### config.mk
export PLATFORM = sky130hd
export DESIGN_NAME = fetch_unit
export DESIGN_NICKNAME = d
export VERILOG_FILES = /design/src/rtl/fetch_pkg.sv /design/src/rtl/fetch_target_gen.sv /design/src/rtl/fetch_resolve.sv /design/src/rtl/fetch_next_pc.sv /design/src/rtl/fetch_unit.sv
export SDC_FILE = /design/constraint.sdc
export NUM_CORES = 1
export LEC_CHECK = 0
export ABC_CLOCK_PERIOD_IN_PS = 16000
export CORE_ASPECT_RATIO = 0.6
export CORE_MARGIN = 3
export CORE_UTILIZATION = 42
export CTS_BUF_LIST = sky130_fd_sc_hd__clkbuf_16
export DETAILED_ROUTE_END_ITERATION = 16
export PLACE_DENSITY = 0.87
export SLEW_MARGIN = 0
export SYNTH_ARGS = -nofsm -noshare
export SYNTH_HDL_FRONTEND = slang
export SYNTH_SLANG_ARGS = --single-unit
### constraint.sdc
create_clock -name clk -period 16 [get_ports clk]
set_input_delay 4 -clock clk [delete_from_list [all_inputs] [get_ports clk]]
set_output_delay 4 -clock clk [all_outputs]
set_load 0.02 [all_outputs]
### src/rtl/fetch_pkg.sv
package fetch_pkg;
  localparam int INSTR_W = 32;

  localparam logic [6:0] OPC_BRANCH = 7'b1100011;
  localparam logic [6:0] OPC_JAL    = 7'b1101111;
  localparam logic [6:0] OPC_JALR   = 7'b1100111;

  localparam logic [2:0] CND_EQ  = 3'b000;
  localparam logic [2:0] CND_NE  = 3'b001;
  localparam logic [2:0] CND_LT  = 3'b100;
  localparam logic [2:0] CND_GE  = 3'b101;
  localparam logic [2:0] CND_LTU = 3'b110;
  localparam logic [2:0] CND_GEU = 3'b111;

  typedef enum logic [1:0] {
    NPC_SEQ    = 2'b00,
    NPC_BRANCH = 2'b01,
    NPC_JAL    = 2'b10,
    NPC_JALR   = 2'b11
  } npc_sel_e;
endpackage

### src/rtl/fetch_target_gen.sv
module fetch_target_gen
  import fetch_pkg::*;
#(
  parameter int PC_W = 12,
  parameter int XLEN = 32
) (
  input  logic [INSTR_W-1:0] instr,
  input  logic [PC_W-1:0]    pc_ex,
  input  logic [XLEN-1:0]    rs1_data,
  output logic [PC_W-1:0]    br_tgt,
  output logic [PC_W-1:0]    jal_tgt,
  output logic [PC_W-1:0]    jalr_tgt
);
  localparam int XW = PC_W + 2;

  logic [12:0]   br_off;
  logic [20:0]   jal_off;
  logic [11:0]   jr_imm;
  logic [XW-1:0] br_x;
  logic [XW-1:0] jal_x;
  logic [XW-1:0] jr_x;
  logic          unused_hi;
  logic          unused_lo;

  // immediate reassembly from the scattered instruction fields
  assign br_off  = {instr[31], instr[7], instr[30:25], instr[11:8], 1'b0};
  assign jal_off = {instr[31], instr[19:12], instr[20], instr[30:21], 1'b0};
  assign jr_imm  = instr[31:20];

  // sign-extend (or truncate) to the byte-address width of the PC
  assign br_x  = XW'($signed(br_off));
  assign jal_x = XW'($signed(jal_off));
  assign jr_x  = XW'($signed(jr_imm));

  // word targets: drop the two byte bits before adding
  assign br_tgt   = pc_ex + br_x[XW-1:2];
  assign jal_tgt  = pc_ex + jal_x[XW-1:2];
  assign jalr_tgt = rs1_data[XW-1:2] + jr_x[XW-1:2];

  generate
    if (XLEN > XW) begin : g_rs1_wide
      assign unused_hi = ^rs1_data[XLEN-1:XW];
    end else begin : g_rs1_fit
      assign unused_hi = 1'b0;
    end
  endgenerate

  assign unused_lo = ^{instr[6:0], rs1_data[1:0], br_x[1:0], jal_x[1:0], jr_x[1:0]};
endmodule

### src/rtl/fetch_resolve.sv
module fetch_resolve
  import fetch_pkg::*;
#(
  parameter int XLEN = 32
) (
  input  logic [6:0]      opcode,
  input  logic [2:0]      funct3,
  input  logic [XLEN-1:0] alu_result,
  input  logic            slot_live,
  output npc_sel_e        sel,
  output logic            link_we
);
  logic res_zero;
  logic res_one;
  logic cond_met;

  assign res_zero = (alu_result == '0);
  assign res_one  = (alu_result == XLEN'(1));

  always_comb begin
    unique case (funct3)
      CND_EQ:           cond_met = res_zero;
      CND_NE:           cond_met = !res_zero;
      CND_LT, CND_LTU:  cond_met = res_one;
      CND_GE, CND_GEU:  cond_met = res_zero;
      default:          cond_met = 1'b0;
    endcase
  end

  always_comb begin
    sel     = NPC_SEQ;
    link_we = 1'b0;
    if (slot_live) begin
      unique case (opcode)
        OPC_BRANCH: begin
          if (cond_met) sel = NPC_BRANCH;
        end
        OPC_JAL: begin
          sel     = NPC_JAL;
          link_we = 1'b1;
        end
        OPC_JALR: begin
          if (funct3 == 3'b000) begin
            sel     = NPC_JALR;
            link_we = 1'b1;
          end
        end
        default: begin
          sel     = NPC_SEQ;
          link_we = 1'b0;
        end
      endcase
    end
  end
endmodule

### src/rtl/fetch_next_pc.sv
module fetch_next_pc
  import fetch_pkg::*;
#(
  parameter int PC_W = 12
) (
  input  npc_sel_e        sel,
  input  logic [PC_W-1:0] pc_fetch,
  input  logic [PC_W-1:0] br_tgt,
  input  logic [PC_W-1:0] jal_tgt,
  input  logic [PC_W-1:0] jalr_tgt,
  output logic [PC_W-1:0] pc_next
);
  always_comb begin
    unique case (sel)
      NPC_BRANCH: pc_next = br_tgt;
      NPC_JAL:    pc_next = jal_tgt;
      NPC_JALR:   pc_next = jalr_tgt;
      default:    pc_next = pc_fetch + PC_W'(1);
    endcase
  end
endmodule

### src/rtl/fetch_unit.sv
module fetch_unit
  import fetch_pkg::*;
#(
  parameter int PC_W = 12,
  parameter int XLEN = 32
) (
  input  logic               clk,
  input  logic               rst,
  output logic [PC_W-1:0]    imem_addr,
  input  logic [INSTR_W-1:0] imem_data,
  input  logic [XLEN-1:0]    alu_result,
  input  logic [XLEN-1:0]    rs1_data,
  output logic [PC_W-1:0]    pc_ex,
  output logic [INSTR_W-1:0] instr_ex,
  output logic               stall_ex,
  output logic [1:0]         pc_sel,
  output logic               redirect,
  output logic               link_we,
  output logic [XLEN-1:0]    link_data
);
  logic [PC_W-1:0] pc_fetch_q;
  logic [PC_W-1:0] pc_ex_q;
  logic [31:0]     instr_q;
  logic            stall_q;
  logic [PC_W-1:0] br_tgt;
  logic [PC_W-1:0] jal_tgt;
  logic [PC_W-1:0] jalr_tgt;
  logic [PC_W-1:0] pc_next;
  npc_sel_e        sel;

  fetch_target_gen #(.PC_W(PC_W), .XLEN(XLEN)) u_tgt (
    .instr    (instr_q),
    .pc_ex    (pc_ex_q),
    .rs1_data (rs1_data),
    .br_tgt   (br_tgt),
    .jal_tgt  (jal_tgt),
    .jalr_tgt (jalr_tgt)
  );

  fetch_resolve #(.XLEN(XLEN)) u_res (
    .opcode     (instr_q[6:0]),
    .funct3     (instr_q[14:12]),
    .alu_result (alu_result),
    .slot_live  (!stall_q),
    .sel        (sel),
    .link_we    (link_we)
  );

  fetch_next_pc #(.PC_W(PC_W)) u_npc (
    .sel      (sel),
    .pc_fetch (pc_fetch_q),
    .br_tgt   (br_tgt),
    .jal_tgt  (jal_tgt),
    .jalr_tgt (jalr_tgt),
    .pc_next  (pc_next)
  );

  always_ff @(posedge clk) begin
    if (rst) begin
      pc_fetch_q <= '0;
      pc_ex_q    <= '0;
      instr_q    <= '0;
      stall_q    <= 1'b0;
    end else begin
      pc_fetch_q <= pc_next;
      pc_ex_q    <= pc_fetch_q;
      instr_q    <= imem_data;
      stall_q    <= (sel != NPC_SEQ);
    end
  end

  assign imem_addr = pc_fetch_q;
  assign pc_ex     = pc_ex_q;
  assign instr_ex  = instr_q;
  assign stall_ex  = stall_q;
  assign pc_sel    = sel;
  assign redirect  = (sel != NPC_SEQ);
  assign link_data = XLEN'({pc_fetch_q, 2'b00});
endmodule

==> qor.yml, run 1 <==
cp_slowest_cell: "clkdlybuf4s50_1"
clkPwrFrac: 0.448
post_cts_buffers: 0
rsz0062_at_grt: "false"
relSlewSlack: 0.323
drt_iter0_markers: 201
n_fill_cell: 617
comb_power_share: 0.184
viasPerCell: 5.17
synth_edf_count: 0
final_cell_mix: "149 x clkdlybuf4s50_1, 57 x dfxtp_1, 45 x nor2b_1"
grt_first_pass_wirelength_um: 15800
cts-resized-gates: 0
syn_area_um2: 3410
reg2reg_depth: 14
drv_cap: 0
wirelength_um: 10100
leakage_nw: 2.12
core-area_um2: 7570
synthFlopType: "dfxtp_1"
peakVddDrop_mv: 0.0618
async_flop_share: 0
syn_avg_cell_area_um2: 9.27
clockBufferDepth: 2
num_antenna_cells: 0
skew_ns: 0.00624
utilization: 0.676
path_class: "primary input to primary output"
p_total_uw: 416
die_w_um: 122
antenna_found_initial: 0
fin_crit_ns: 10.77
critPathRequiredTime_ns: 12.00
postRouteAntennaNets: 0
fin_crit_sh: 0.673
dieArea_um2: 9280
min_to: "pc_ex[11]$_SDFF_PP0_"
areaGrowthSynthToFinish_pct: 49.9
min_path_type: "flip-flop to flip-flop"
cp.arrival_ns: 6.77
dp_hpwl_um: 7670
rrSetupSlack_ns: 11.75
drc: 0
p_sw_frac: 0.262
ys_seq_area_frac: 0.334
cpMostUsedCell: "clkdlybuf4s50_1"
synth_warnings: 0
status: "completed"
ys_seq_elements: 57
worstMarginPinSlew_ns: 1.02
timing.hold.ws_ns: 0.509
yosys.cell_types.count: 54
fmax_ghz: 0.0928
gp_congestion: 0.853
r2r_end: "imem_addr[8]$_SDFF_PP0_"
grt_usage: 0.221
setup_viol: 0
cpPeakStageDelay_ns: 0.54
start_kind: "primary input"
cts_made_buffers: 9
num_vias: 3169
seq_power_share: 0.367
syn_inst: 368
fin_nets: 631
hold_path_depth: 1
drtPass1Iterations: 4
path_clk_slew_ns: 0.05
finalWorstSetupSlack_ns: 5.23
h-tree-depth: 3
fin_setup_tns_ns: 0
grt_start_max_net_pins: 58
ioPinCount: 191
wl_per_cell_um: 16.5
cts_tree: "yes"
cp_max_fo: 3
layout_commonest_cell: "clkdlybuf4s50_1"
r2r_start: "instr_ex[12]$_SDFF_PP0_"
fp-row-count: 24
min-delay-start: "imem_addr[11]$_SDFF_PP0_"
power_density_nw_per_um2: 81.4
p_sw_uw: 109
clk_latency_ns: 0.33
grt_overflow_total: 0
die_y_um: 75.8
internal_power_uw: 307
io_buffers: 150
clockRootBuffer: "clkbuf_16"
end_kind: "primary output"
worstPathCellList: "clkdlybuf4s50_1, or4_1, nor4_1, nand4_1, o211ai_1, o21ai_0, o2111ai_1, ha_1, inv_1, clkdlybuf4s50_1"
pre_cts_slack_ns: 5.24
cts-hold-fix-buffers: 0
crit_buf_inv: 3
crit_family: "buffers and inverters"
grt_pass1_vias: 3184
drive_gt1_frac: 0.0589
hold_violations: 0
start_util: 0.451
cts_num_sinks: 57
drv_slew: 0
==> final cells by class <==
| type | instances | area, um^2 | area share |
|---|---|---|---|
| multi-input cells | 277 | 2020 | 0.396 |
| repair buffers | 150 | 1500 | 0.293 |
| flip-flops and latches | 57 | 1140 | 0.223 |
| clock buffers | 9 | 225 | 0.0440 |
| well taps | 104 | 130 | 0.0254 |
| clock inverters | 7 | 63.8 | 0.0125 |
| inverters | 9 | 33.8 | 0.00661 |
==> power by group through the flow <==
| stage | registers (mW) | logic, mW | clock network (mW) |
|---|---|---|---|
| 2_1_floorplan | 0.161 | 0.0367 | 0 |
| 3_3_place_gp | 0.155 | 0.0738 | 0 |
| 3_5_place_dp | 0.156 | 0.0755 | 0 |
| 4_1_cts | 0.153 | 0.0765 | 0.189 |
| 5_1_grt | 0.154 | 0.0830 | 0.196 |
| 6_report | 0.153 | 0.0768 | 0.187 |
==> through the flow <==
stage          cell area [um^2]  instances
3_3_place_gp               4820        597
3_5_place_dp               4820        597
2_1_floorplan              3480        387
5_1_grt                    5110        613
6_report                   5110        613
4_1_cts                    5110        613
==> worst reg2reg max path, stage by stage, from the launching register on <==
cell and delay (ns):
dfxtp_1 0.47, xor2_1 0.11, a21oi_1 0.15, o21ai_0 0.13
o2111ai_1 0.33, ha_1 0.44, mux2_2 0.39, ha_1 0.26
fa_1 0.43, a21oi_1 0.24, o22ai_2 0.14, o41ai_2 0.27
xnor2_1 0.11, a2111oi_0 0.52, a211oi_1 0.09
==> sequential cells by signal, summed over array words and instances (netlist names) <==
signal,cells
stall_ex,1
instr_ex,32
imem_addr,12
pc_ex,12
==> worst max path at each step <==
stage                   startpoint        to  slack, ns  cells after the start
floorplan           alu_result[21]  redirect       6.35                      8
global placement    alu_result[21]  redirect       5.28                     10
detailed placement  alu_result[21]  redirect       5.24                     10
CTS                 alu_result[21]  redirect       5.21                     10
global route        alu_result[21]  redirect       4.95                     10
finish              alu_result[21]  redirect       5.23                     10
==> synth_stat cells (all sizes together) (3+ instances only) <==
master  instances  area, um^2
a211oi          9        72.6
a21o            8        61.3
a21oi          19        98.9
a221oi          9        85.1
a31oi           4        25.0
and3            4        25.0
buf            32         240
clkbuf         12        45.0
dfxtp          57        1140
ha             27         338
inv             9        33.8
mux2            6        67.6
mux2i           5        50.1
nand2          14        52.6
nand3           6        30.0
nand4           3        18.8
nor2           13        48.8
nor2b          45         282
nor3            4        20.0
nor4            8        50.1
o211a           3        30.0
o211ai          3        22.5
o21ai           7        35.0
o21bai          3        22.5
xnor2          13         114
xor2           14         123
==> kinds of logic after synthesis <==
kind of cell    count (synthesis)  synth area share
fa+ha+maj                      29             0.111
xor+xnor                       27            0.0693
buf+inv                        53            0.0935
compound gates                 80             0.174
mux                            11            0.0345
flops                          57             0.334
simple gates                  110             0.182
other cells                     1           0.00110
==> routing by layer <==
| metal | global-route usage | share of wire | vias to the layer above |
|---|---|---|---|
| met4 | 0.0732 | 0.0081 | 0 |
| met1 | 0.271 | 0.43 | 1467 |
| met5 | 0 | 0 | - |
| met2 | 0.346 | 0.44 | 144 |
| li1 | - | - | 1549 |
| met3 | 0.107 | 0.12 | 9 |
Power figures use the tool's default switching activity.
==> run 2: changes to the inputs <==
- ABC_CLOCK_PERIOD_IN_PS: 16000 -> 11200
- CORE_UTILIZATION: 42 -> 39
- PLACE_DENSITY: 0.87 -> 0.81
- clock period: 16 -> 11.2 ns (I/O delays scaled with it)
==> qor.yml, run 2 (synthesized netlist as in run 1, its figures left out) <==
top_usage_layer: "met2"  # unchanged
dp_hpwl_um: 7800  # was 7670 um
peakVddDrop_mv: 0.0721  # was 0.0618 mV
grt_util_met1: 0.271  # about the same
rsz0062_at_grt: "false"  # unchanged
worstMarginPinSlew_ns: 1.03  # was 1.02 ns
wl_per_cell_um: 16.6  # was 16.5 um
met2_usage: 0.307  # was 0.346
p_total_uw: 598  # was 416 uW
drc: 0  # unchanged
grt_pass1_vias: 3151  # was 3184
stdcell_area_um2: 5120  # was 5110 um^2
start_util: 0.416  # was 0.451
cpPeakStageDelay_ns: 0.55  # was 0.54 ns
clockBufferDepth: 2  # unchanged
largest_register_ffs: 32  # unchanged
clk_latency_ns: 0.33  # about the same
cts_num_sinks: 57  # unchanged
cts-resized-gates: 0  # unchanged
io_buffers: 150  # unchanged
utilization: 0.625  # was 0.676
dp.cells: 601  # was 597
viasPerCell: 5.06  # was 5.17
cts_tree: "yes"  # unchanged
timing.hold.ws_ns: 0.507  # was 0.509 ns
grt_overflow_total: 0  # unchanged
grt_first_pass_wirelength_um: 16200  # was 15800 um
pre_cts_slack_ns: 2.81  # was 5.24 ns
clockRootBuffer: "clkbuf_16"  # unchanged
core-area_um2: 8200  # was 7570 um^2
power_density_nw_per_um2: 117  # was 81.4 nW/um^2
fin_crit_ns: 8.38
die_w_um: 127  # was 122 um
drv_cap: 0  # unchanged
postRouteAntennaNets: 0  # unchanged
rrSetupSlack_ns: 6.79  # was 11.75 ns
dieArea_um2: 9940  # was 9280 um^2
fp-row-count: 25  # was 24
min_path_type: "flip-flop to flip-flop"  # unchanged
cts-hold-fix-buffers: 0  # unchanged
die_y_um: 78.5  # was 75.8 um
path_class: "primary input to primary output"  # unchanged
drv_slew: 0  # unchanged
grt_start_max_net_pins: 58  # unchanged
fin_nets: 631  # unchanged
leakage_nw: 2.11  # was 2.12 nW
cp_max_fo: 3  # unchanged
post_cts_buffers: 0  # unchanged
gp_congestion: 0.805  # was 0.853
grt_usage: 0.205  # was 0.221
relSlewSlack: 0.313  # was 0.323
layout_commonest_cell: "clkdlybuf4s50_1"  # unchanged
drtPass1Iterations: 4  # unchanged
areaGrowthSynthToFinish_pct: 50.2  # was 49.9%
fmax_ghz: 0.119
fin_setup_tns_ns: 0  # unchanged
final_cell_mix: "149 x clkdlybuf4s50_1, 57 x dfxtp_1, 45 x nor2b_1"  # unchanged
worstPathCellList: "clkdlybuf4s50_1, or4_1, nor4_1, nand4_1, o211ai_1, o21ai_0, o2111ai_1, ha_1, inv_1, clkdlybuf4s50_1"  # unchanged
hold_violations: 0  # unchanged
num_antenna_cells: 0  # unchanged
antenna_found_initial: 0  # unchanged
drive_gt1_frac: 0.0589  # unchanged
finalNonFillerCells: 617  # was 613
cp.arrival_ns: 5.58  # was 6.77 ns
skew_ns: 0.00599  # was 0.00624 ns
cts_made_buffers: 9  # unchanged
path_clk_slew_ns: 0.05  # about the same
h-tree-depth: 3  # unchanged
end_kind: "primary output"  # unchanged
place_area_um2: 4830  # was 4820 um^2
cp_slowest_cell: "or4_1"  # was clkdlybuf4s50_1
start_kind: "primary input"  # unchanged
num_vias: 3120  # was 3169
wirelength_um: 10200  # was 10100 um
cpMostUsedCell: "clkdlybuf4s50_1"  # unchanged
finalWorstSetupSlack_ns: 2.82  # was 5.23 ns
drt_iter0_markers: 165  # was 201
status: "completed"  # unchanged
fin_crit_sh: 0.748
ioPinCount: 191  # unchanged
setup_viol: 0  # unchanged
grt_use_met3: 0.0870  # was 0.107
critPathRequiredTime_ns: 8.40  # was 12.00 ns
## run 2: worst paths after layout
path | cells after the start | from | to
worst min-delay path | 2 | imem_addr[10]$_SDFF_PP0_ | pc_ex[10]$_SDFF_PP0_
worst max-delay path | 10 | alu_result[21] | redirect
worst max register to register | 14 | instr_ex[12]$_SDFF_PP0_ | imem_addr[8]$_SDFF_PP0_
worst min register to register | 2 | imem_addr[10]$_SDFF_PP0_ | pc_ex[10]$_SDFF_PP0_
## run 2: power breakdown
group / switching, mW / internal (mW)
combinational: 0.0513 / 0.0582
sequential: 0.00762 / 0.211
clock: 0.0987 / 0.171
total: 0.158 / 0.440
## run 2: critical path: cells and delay by family
kind            cells  cell delay (ns)
compound gates      3             0.63
buf+inv             3             0.98
fa+ha+maj           1             0.26
simple gates        3             0.91
## run 2: area by class of cell
class | count | area, um^2
multi-input cells | 277 | 2020
flip-flops and latches | 57 | 1140
fillers | 686 | 3070
clock buffers | 9 | 225
inverters | 9 | 33.8
clock inverters | 7 | 70.1
well taps | 108 | 135
repair buffers | 150 | 1500
## run 2: per-layer routing
layer  up-vias  routed length (um)
li1       1547                   -
met1      1434                4800
met2       130                4360
met3         9                 997
met4         0                  98
met5         -                   0
